**config.mk**
```make
export PLATFORM = sky130hd
export DESIGN_NAME = dual_cmp_timer
export DESIGN_NICKNAME = d
export VERILOG_FILES = /design/src/rtl/dual_cmp_timer.sv
export SDC_FILE = /design/constraint.sdc
export NUM_CORES = 1
export LEC_CHECK = 0
export BUFFER_PORTS_ARGS = -buffer_cell sky130_fd_sc_hd__buf_2
export CAP_MARGIN = 10
export CORE_UTILIZATION = 50
export DETAILED_ROUTE_END_ITERATION = 10
export PLACE_DENSITY = 0.8
export SYNTH_ARGS = -nofsm -noshare
export SYNTH_HDL_FRONTEND = slang
export SYNTH_SLANG_ARGS = --single-unit
```
**constraint.sdc**
```tcl
create_clock -name clk -period 3.04 [get_ports clk]
set_input_delay 0.456 -clock clk [delete_from_list [all_inputs] [get_ports clk]]
set_output_delay 0.456 -clock clk [all_outputs]
set_load 0.1 [all_outputs]
```
**src/rtl/dual_cmp_timer.sv**
```systemverilog
module dual_cmp_timer #(
  parameter int HW = 16
) (
  input  logic            clk,
  input  logic            rst_n,
  input  logic            tick_a,
  input  logic            tick_b,
  input  logic            wr_en,
  input  logic [1:0]      addr,
  input  logic [2*HW-1:0] wdata,
  output logic [2*HW-1:0] rdata,
  output logic            pin_a,
  output logic            pin_b,
  output logic            irq_a,
  output logic            irq_b
);
  localparam int DW     = 2 * HW;
  localparam int F_EN   = 0;
  localparam int F_FN   = 6;
  localparam int F_IE   = 9;
  localparam int F_OE   = 10;
  localparam int F_CLR  = 11;
  localparam int F_POL  = 12;
  localparam int F_LINK = DW - 1;
  localparam logic [1:0] A_CNT = 2'd0, A_CMPA = 2'd1, A_CMPB = 2'd2, A_CTRL = 2'd3;

  logic [DW-1:0] ctrl, cmp_a, cmp_b;
  logic [HW-1:0] cnt_a, cnt_b;
  logic          out_a, out_b, done_a, done_b;

  function automatic logic [DW+1:0] step(input logic [2:0] fn, input logic [DW-1:0] c,
                                         input logic [DW-1:0] c0, input logic [DW-1:0] c1,
                                         input logic [DW-1:0] mx, input logic o, input logic d);
    logic [DW-1:0] nc, inc;
    logic no, nd;
    inc = (c == mx) ? '0 : c + 1'b1;
    nc = c; no = o; nd = d;
    case (fn)
      3'd0: if (!d) begin
        if (c == c0) begin no = ~o; nd = 1'b1; end
        else nc = inc;
      end
      3'd1: if (c == c0) begin nc = '0; no = 1'b1; end
            else begin nc = inc; no = 1'b0; end
      3'd2: if (!d) begin
        if (c == c1) begin no = 1'b0; nd = 1'b1; end
        else begin if (c == c0) no = 1'b1; nc = inc; end
      end
      3'd3: if (c == c1) begin nc = '0; no = 1'b0; end
            else begin if (c == c0) no = 1'b1; nc = inc; end
      3'd4: begin nc = inc; no = 1'b0; end
      default: no = 1'b0;
    endcase
    return {nc, no, nd};
  endfunction

  logic          link, wr_cnt;
  logic [DW-1:0] a_c, a_c0, a_c1, a_mx, b_c, b_c0, b_c1, b_mx;
  logic [DW+1:0] nxt_a, nxt_b;
  logic          adv_a, adv_b, hit_a, hit_b;
  logic          unused_hi;

  assign link   = ctrl[F_LINK];
  assign wr_cnt = wr_en && addr == A_CNT;

  assign a_c  = link ? {cnt_b, cnt_a} : {{HW{1'b0}}, cnt_a};
  assign a_c0 = link ? {cmp_b[HW-1:0], cmp_a[HW-1:0]} : {{HW{1'b0}}, cmp_a[HW-1:0]};
  assign a_c1 = link ? {cmp_b[DW-1:HW], cmp_a[DW-1:HW]} : {{HW{1'b0}}, cmp_a[DW-1:HW]};
  assign a_mx = link ? {DW{1'b1}} : {{HW{1'b0}}, {HW{1'b1}}};
  assign b_c  = {{HW{1'b0}}, cnt_b};
  assign b_c0 = {{HW{1'b0}}, cmp_b[HW-1:0]};
  assign b_c1 = {{HW{1'b0}}, cmp_b[DW-1:HW]};
  assign b_mx = {{HW{1'b0}}, {HW{1'b1}}};

  assign adv_a = ctrl[F_EN] && tick_a && !ctrl[F_CLR];
  assign adv_b = !link && ctrl[HW+F_EN] && tick_b && !ctrl[HW+F_CLR];
  assign hit_a = a_c == a_c0;
  assign hit_b = b_c == b_c0;

  assign nxt_a = step(ctrl[F_FN+:3], a_c, a_c0, a_c1, a_mx, out_a, done_a);
  assign nxt_b = step(ctrl[HW+F_FN+:3], b_c, b_c0, b_c1, b_mx, out_b, done_b);
  assign unused_hi = ^nxt_b[DW+1:HW+2];

  assign pin_a = ctrl[F_OE] ? (out_a ^ ctrl[F_POL]) : ctrl[F_POL];
  assign pin_b = ctrl[HW+F_OE] ? (out_b ^ ctrl[HW+F_POL]) : ctrl[HW+F_POL];

  always_comb begin
    case (addr)
      A_CNT:   rdata = {cnt_b, cnt_a};
      A_CMPA:  rdata = cmp_a;
      A_CMPB:  rdata = cmp_b;
      default: rdata = ctrl;
    endcase
  end

  always_ff @(posedge clk or negedge rst_n) begin
    if (!rst_n) begin
      ctrl <= '0; cmp_a <= '0; cmp_b <= '0;
      cnt_a <= '0; cnt_b <= '0;
      out_a <= 1'b0; out_b <= 1'b0; done_a <= 1'b0; done_b <= 1'b0;
      irq_a <= 1'b0; irq_b <= 1'b0;
    end else begin
      if (wr_en && addr == A_CTRL) ctrl  <= wdata;
      if (wr_en && addr == A_CMPA) cmp_a <= wdata;
      if (wr_en && addr == A_CMPB) cmp_b <= wdata;
      irq_a <= adv_a && hit_a && ctrl[F_IE];
      irq_b <= adv_b && hit_b && ctrl[HW+F_IE];

      if (ctrl[F_CLR]) begin
        cnt_a <= '0; out_a <= 1'b0; done_a <= 1'b0;
      end else if (wr_cnt) begin
        cnt_a <= wdata[HW-1:0];
      end else if (adv_a) begin
        cnt_a  <= nxt_a[HW+1:2];
        out_a  <= nxt_a[1];
        done_a <= nxt_a[0];
      end

      if (link) begin
        out_b <= 1'b0; done_b <= 1'b0;
        if (ctrl[F_CLR])  cnt_b <= '0;
        else if (wr_cnt)  cnt_b <= wdata[DW-1:HW];
        else if (adv_a)   cnt_b <= nxt_a[DW+1:HW+2];
      end else if (ctrl[HW+F_CLR]) begin
        cnt_b <= '0; out_b <= 1'b0; done_b <= 1'b0;
      end else if (wr_cnt) begin
        cnt_b <= wdata[DW-1:HW];
      end else if (adv_b) begin
        cnt_b  <= nxt_b[HW+1:2];
        out_b  <= nxt_b[1];
        done_b <= nxt_b[0];
      end
    end
  end
endmodule


```
After elaboration in Yosys (flattened, before gate mapping)

Cells that the tools add are included.

Register bits after elaboration: 134
Input port bits: 39
Output and inout bits: 36
Word-level logic and storage cells: 147

$add $sub $neg: 2
Eq/ne operators: 30
Multiplexer cells: 69
Bitwise gates (word level): 4
Reduce and logical (&&, ||, !) cells: 31

Operators by type and width:

| operator              | number |
|---|---|
| $mux 32               | 11 |
| $mux 16               | 17 |
| $pmux 32 s5           | 1 |
| $eq 32x32->1          | 3 |
| $pmux 32 s3           | 1 |
| $pmux 16 s5           | 1 |
| $mux 1                | 34 |
| $add 32x1->32 const B | 1 |
| $eq 16x16->1          | 2 |
| $ne 5x5->1 const B    | 4 |
| $add 16x1->16 const B | 1 |
| $eq 16x16->1 const B  | 1 |
| $logic_and 1x1->1     | 13 |
| $eq 3x2->1 const B    | 4 |
| $ne 3x3->1 const B    | 4 |
| $ne 4x4->1 const B    | 3 |
| $reduce_and 5->1      | 2 |
| $reduce_bool 3->1     | 3 |
| $pmux 1 s4            | 2 |
| $reduce_bool 4->1     | 2 |
| $reduce_bool 8->1     | 1 |
| $reduce_and 7->1      | 1 |
| $eq 3x1->1 const B    | 2 |
| $eq 3x3->1 const B    | 2 |
| 12 further kinds      | 20 |

Logic depth before layout (Yosys ltp)

Word-level depth: 10
Depth in mapped cells: 11
Mapped depth without buffers: 9

Worst setup path after synthesis

OpenSTA, ideal clock, no wires.

Path type: input-to-output
From: input port addr[0]
To: output port rdata[27]
Data arrival time: 2.381 ns
Data required time: 2.584 ns
Slack: 0.203 ns
Cell stages on the path: 3
Buffers on the path: 2
Cell sequence: clkbuf_1 buf_1 mux4_1

Word-level cells in the longest chain between the ends: 2
Elaborated cells between the ends (all ways): 4
Classes of those cells: eq/ne (2); mux (1); reduce/logical (1)

Ends and longest elaborated chain:

| item                                     | RTL line | text |
|---|---|---|
| from (decl)                              | 9        | `input logic [1:0] addr,` |
| $eq 2x2->1, or another cell as far along | 88       | `case (addr)` |
| $pmux 32 s3 *                            | 88       |  |
| to (decl)                                | 11       | `output logic [2*HW-1:0] rdata,` |

Mark *: on every way between the ends. The rest lies on a longest branch, timed or not.

Worst setup path after layout

From: register cnt_b[4]
To: register cnt_b[15]

Word-level cells in the longest chain between the ends: 10
Elaborated cells between the ends (all ways): 35
Classes of those cells: add/sub (2); eq/ne (8); mux (24); reduce/logical (1)

Ends and longest elaborated chain:

| item                                                 | RTL line | text |
|---|---|---|
| from (decl)                                          | 28       | `logic [HW-1:0] cnt_a, cnt_b;` |
| from (signal assigned)                               | 122      | `else if (wr_cnt) cnt_b <= wdata[DW-1:HW];` |
| from (signal assigned)                               | 123      | `else if (adv_a) cnt_b <= nxt_a[DW+1:HW+2];` |
| from (signal assigned)                               | 127      | `cnt_b <= wdata[DW-1:HW];` |
| $mux 32                                              | 66       | `assign a_c = link ? {cnt_b, cnt_a} : {{HW{1'b0}}, cnt_a};` |
| $add 32x1->32 / $eq 32x32->1 (equally long branches) | 36       | `inc = (c == mx) ? '0 : c + 1'b1;` |
| $mux 32                                              | 36       |  |
| $mux 32, on equally long branches                    | 46, 40   |  |
| $mux 32, on equally long branches                    | 45, 39   |  |
| $pmux 32 s5                                          | 38       | `case (fn)` |
| $mux 16                                              | 123      |  |
| $mux 16                                              | 122      |  |
| $mux 16                                              | 121      | `if (ctrl[F_CLR]) cnt_b <= '0;` |
| $mux 16                                              | 119      | `if (link) begin` |

Parallel ways exist; a longest one is shown, timed or not. The select of a mux whose other input is x is not followed.
A chain may end at the register's enable or synchronous reset.

==> PnR_summary.wiki <==
{| class="wikitable"
! Metric !! Value
|-
| Outcome || complete, no violations
|-
| Arr. time, crit path || 3.27 ns
|-
| CTS tree || built
|-
| Sequential-to-total area share from yosys stat || 0.382
|-
| Final antenna diode count || 0
|-
| Final setup slack of the worst path || ~0.08 ns
|-
| Largest fanout of any net on the critical path || 8
|-
| Gate power share || 0.399
|-
| Area delta synth->final || 18.0%
|-
| Total number of H-tree levels || 4
|-
| Port Buffers || 74
|-
| Setup slack after placement || -0.0614 ns
|-
| EDFF count, synth || 0
|-
| First-pass detailed-route iteration total || 7
|-
| Hold crit path type || input port to asynchronous set/reset pin
|-
| Global placer's final weighted congestion || roughly 1.1
|-
| Origin of the critical flop-to-flop path || cnt_b[4]
|-
| Clock root buffer || clkbuf_16
|-
| Initial cell density of the core || 0.509
|-
| Overall die width || between 100 and 150 um
|-
| Violation count after the first detailed-routing iteration || approximately 1100
|-
| Switching power || about 3.3 mW
|-
| Avg Synthesized Cell Area || roughly 11 um2
|-
| Number of CTS-inserted buffers || 17
|-
| Hpwl dp || 20800 um
|-
| Post-synthesis sequential element count || between 100 and 150
|-
| Total congestion overflow after global routing || 0
|-
| Final Slew Violations || 0
|-
| Part of the power in the clock network || 0.259
|-
| Clock sinks || approximately 130
|-
| Chip height || around 130 um
|-
| Global-route wire length before repair || around 44000 um
|-
| Count of warnings emitted by yosys || 0
|-
| Cell-by-cell listing of the critical path || buf_4 > nand4_1 > buf_4 > nor4_1 > nand4_1 > nor3_1 > xor2_1 > a221o_1 > o211ai_1 > nand4_1
|-
| Slowest cell on the critical path || nor4_1
|-
| Worst Max-Slew Pin Slew || between 0.7 and 0.8 ns
|-
| Critical path data required time || roughly 3.4 ns
|-
| Worst skew pair latency || 0.44 ns
|-
| Clock Pin Slew Worst Setup and Hold Paths || 0.06 ns
|-
| Netlist area before placement || between 8000 and 9000 um2
|-
| Final setup skew || about 0.011 ns
|-
| Worst VDD drop || approximately 0.59 mV
|-
| Cell-internal power || ~4.3 mW
|-
| Number of instances in the placed design || ~1100
|-
| Area inside the core boundary || about 17000 um2
|-
| Wire length per cell after detailed routing || between 20 and 25 um
|-
| Stage delay of the slowest cell on the critical path || 0.65 ns
|-
| Total routing resource utilization after global routing || 0.324
|-
| Final Instance Count excl. Fillers || approximately 1200
|-
| Post-synth top flop || dfrtp_1
|-
| Fraction of power consumed by sequential logic || 0.343
|-
| Final Hold Vio Count || 0
|-
| Setup-failing EPs final || 0
|-
| Remaining design rule violation count || 0
|-
| Share of flip-flops with an asynchronous set or reset || 1.00
|-
| Wire length reported by the detailed router || 28400 um
|-
| Via count || slightly below 8000
|-
| Final worst path period share || 0.974
|-
| # nets final || roughly 970
|-
| Cell type with the highest occurrence count on the critical path || nand4_1
|-
| Floorplan row count || 48
|-
| Final core utilization || 0.601
|-
| Critical path startpoint || cnt_b[4]
|-
| Number of instances in the synthesized netlist || approximately 820
|-
| Final critical delay including setup and external delays || 2.96 ns
|-
| Reported leakage power || approximately 4.5 nW
|-
| Headroom to the max-slew limit || 0.507
|-
| Initial antenna violation count || 0
|-
| Pin count of the biggest net entering global routing || 66
|-
| Sum Neg Setup Slack || 0 ns
|-
| Type of the setup path with the least slack || register to register
|-
| Switch share || 0.429
|-
| Synth unique cells || 76
|-
| Fraction of layout instances using a drive strength above 1 || 0.385
|-
| Setup repair bufs after CTS || 0
|-
| Via-per-instance ratio || between 6 and 7
|-
| Max-cap violations || 0
|-
| Critical path startpoint category || register
|-
| Count of nets left with antenna violations after detail routing || 0
|-
| Fillers || between 1000 and 1500
|-
| Kind of end point of the critical path || register
|-
| Power density over the cells || 734 nW/um2
|-
| Unrepaired setup endpoints after global routing || true
|-
| Number of placed I/O pins || 75
|-
| Final Cell Area || between 10000 and 15000 um2
|-
| Post-place instance area || 9740 um2
|-
| Largest buffer count on any clock path || 2
|-
| Maximum clock rate || roughly 340 MHz
|-
| Via count of the first global-routing pass || 7620
|-
| Syn Nets || approximately 860
|-
| Die footprint || ~18000 um2
|}
## flip-flops by register name, summed over array words and instances (netlist names), 16 cells and up
| name | flops |
|---|---|
| ctrl | 32 |
| cnt_a | 16 |
| cnt_b | 16 |
| cmp_a | 32 |
| cmp_b | 32 |
## final timing paths
check                       endpoint  slack (ns)  cells after the start
min in group clk               irq_b        0.28                      3
setup / recovery           cnt_b[15]        0.08                     10
hold reg to reg             ctrl[14]        0.50                      1
hold / removal             cmp_a[13]        0.02                      1
setup reg to reg           cnt_b[15]        0.08                     10
max in group asynchronous   cmp_b[9]        2.26                      2
## metal layers
layer / wire [um] / track usage
met1: 11300 / 0.421
met2: 13500 / 0.520
met3: 2390 / 0.0642
met4: 1230 / 0.160
met5: 0 / 0
## worst max-delay path: cells and delay by family (launching register included)
kind	cells	cell delay, ns
DFF	1	0.38
AOI/OAI and AO/OA	2	0.43
and+or+nand+nor	5	1.50
xor gates and xnor gates	1	0.10
buffers and inverters	2	0.42
## synth_stat cells, drive strengths merged, types with 4 or more instances
| cell | instances | area [um2] |
|---|---|---|
| dfrtp | 134 | 3350 |
| mux2 | 97 | 1090 |
| xor2 | 65 | 569 |
| clkbuf | 46 | 254 |
| nand2 | 45 | 169 |
| nor2 | 44 | 165 |
| o21ai | 41 | 205 |
| mux4 | 32 | 724 |
| buf | 29 | 218 |
| a21oi | 28 | 140 |
| nand3 | 26 | 135 |
| nor4 | 23 | 175 |
| inv | 18 | 67.6 |
| nand4 | 18 | 119 |
| nor3 | 16 | 80.1 |
| a22o | 14 | 123 |
| o211ai | 13 | 97.6 |
| and3 | 11 | 72.6 |
| o31ai | 9 | 67.6 |
| a211oi | 7 | 57.6 |
| a32o | 7 | 70.1 |
| o21a | 6 | 45.0 |
| o221ai | 6 | 52.6 |
| or2 | 6 | 37.5 |
| a31oi | 5 | 31.3 |
| xnor2 | 5 | 43.8 |
| and4 | 4 | 38.8 |
| nand2b | 4 | 25.0 |
| nand3b | 4 | 30.0 |
| or3 | 4 | 25.0 |
## metrics by stage
step                hold WS, ns  total power, mW
floorplan                 0.160             4.64
CTS                      0.0493             7.51
global route             0.0640             7.85
finish                   0.0189             7.60
global placement          0.482             5.47
detailed placement        0.491             5.53
## layout make-up
class / count / area (um2) / share of cell area
tap: 225 / 282 / 0.0272
timing repair buffer: 161 / 1140 / 0.110
inverter: 18 / 67.6 / 0.00652
clock buffer: 19 / 443 / 0.0427
multi-input combinational: 595 / 4960 / 0.478
sequential: 134 / 3360 / 0.324
clock inverter: 13 / 109 / 0.0105
## power groups by stage
stage / logic (mW) / clock network [mW] / registers (mW)
after floorplan: 2.30 / 0 / 2.34
after global placement: 2.89 / 0 / 2.58
after detailed placement: 2.93 / 0 / 2.61
after CTS: 2.96 / 1.97 / 2.58
after global routing: 3.16 / 2.05 / 2.64
final: 3.03 / 1.96 / 2.61
## cell families after synthesis
logic type | synth area share
and+or+nand+nor | 0.133
DFF | 0.382
xor gates and xnor gates | 0.0698
adders and majority gates | 0.00285
AOI/OAI and AO/OA | 0.141
buffers and inverters | 0.0614
muxes | 0.210
## cell usage in the layout (no fill, tap or decap), drive strengths merged, types with 19 or more instances in the layout
master,Yosys,routed
nor2,44,44
nand2,45,45
nor4,23,23
mux2,97,97
dfrtp,134,134
clkbuf,46,19
a21oi,28,28
nand3,26,26
mux4,32,32
xor2,65,65
o21ai,41,41
buf,29,161
## what timing repair did
item | 4_1_cts | 5_1_grt
setup endpoints to repair | 4 | 21
gates resized for setup | 1 | 15
hold buffers | 0 | 0
pin swaps | 0 | 5
Note: power is estimated with default switching activity, not from simulation.
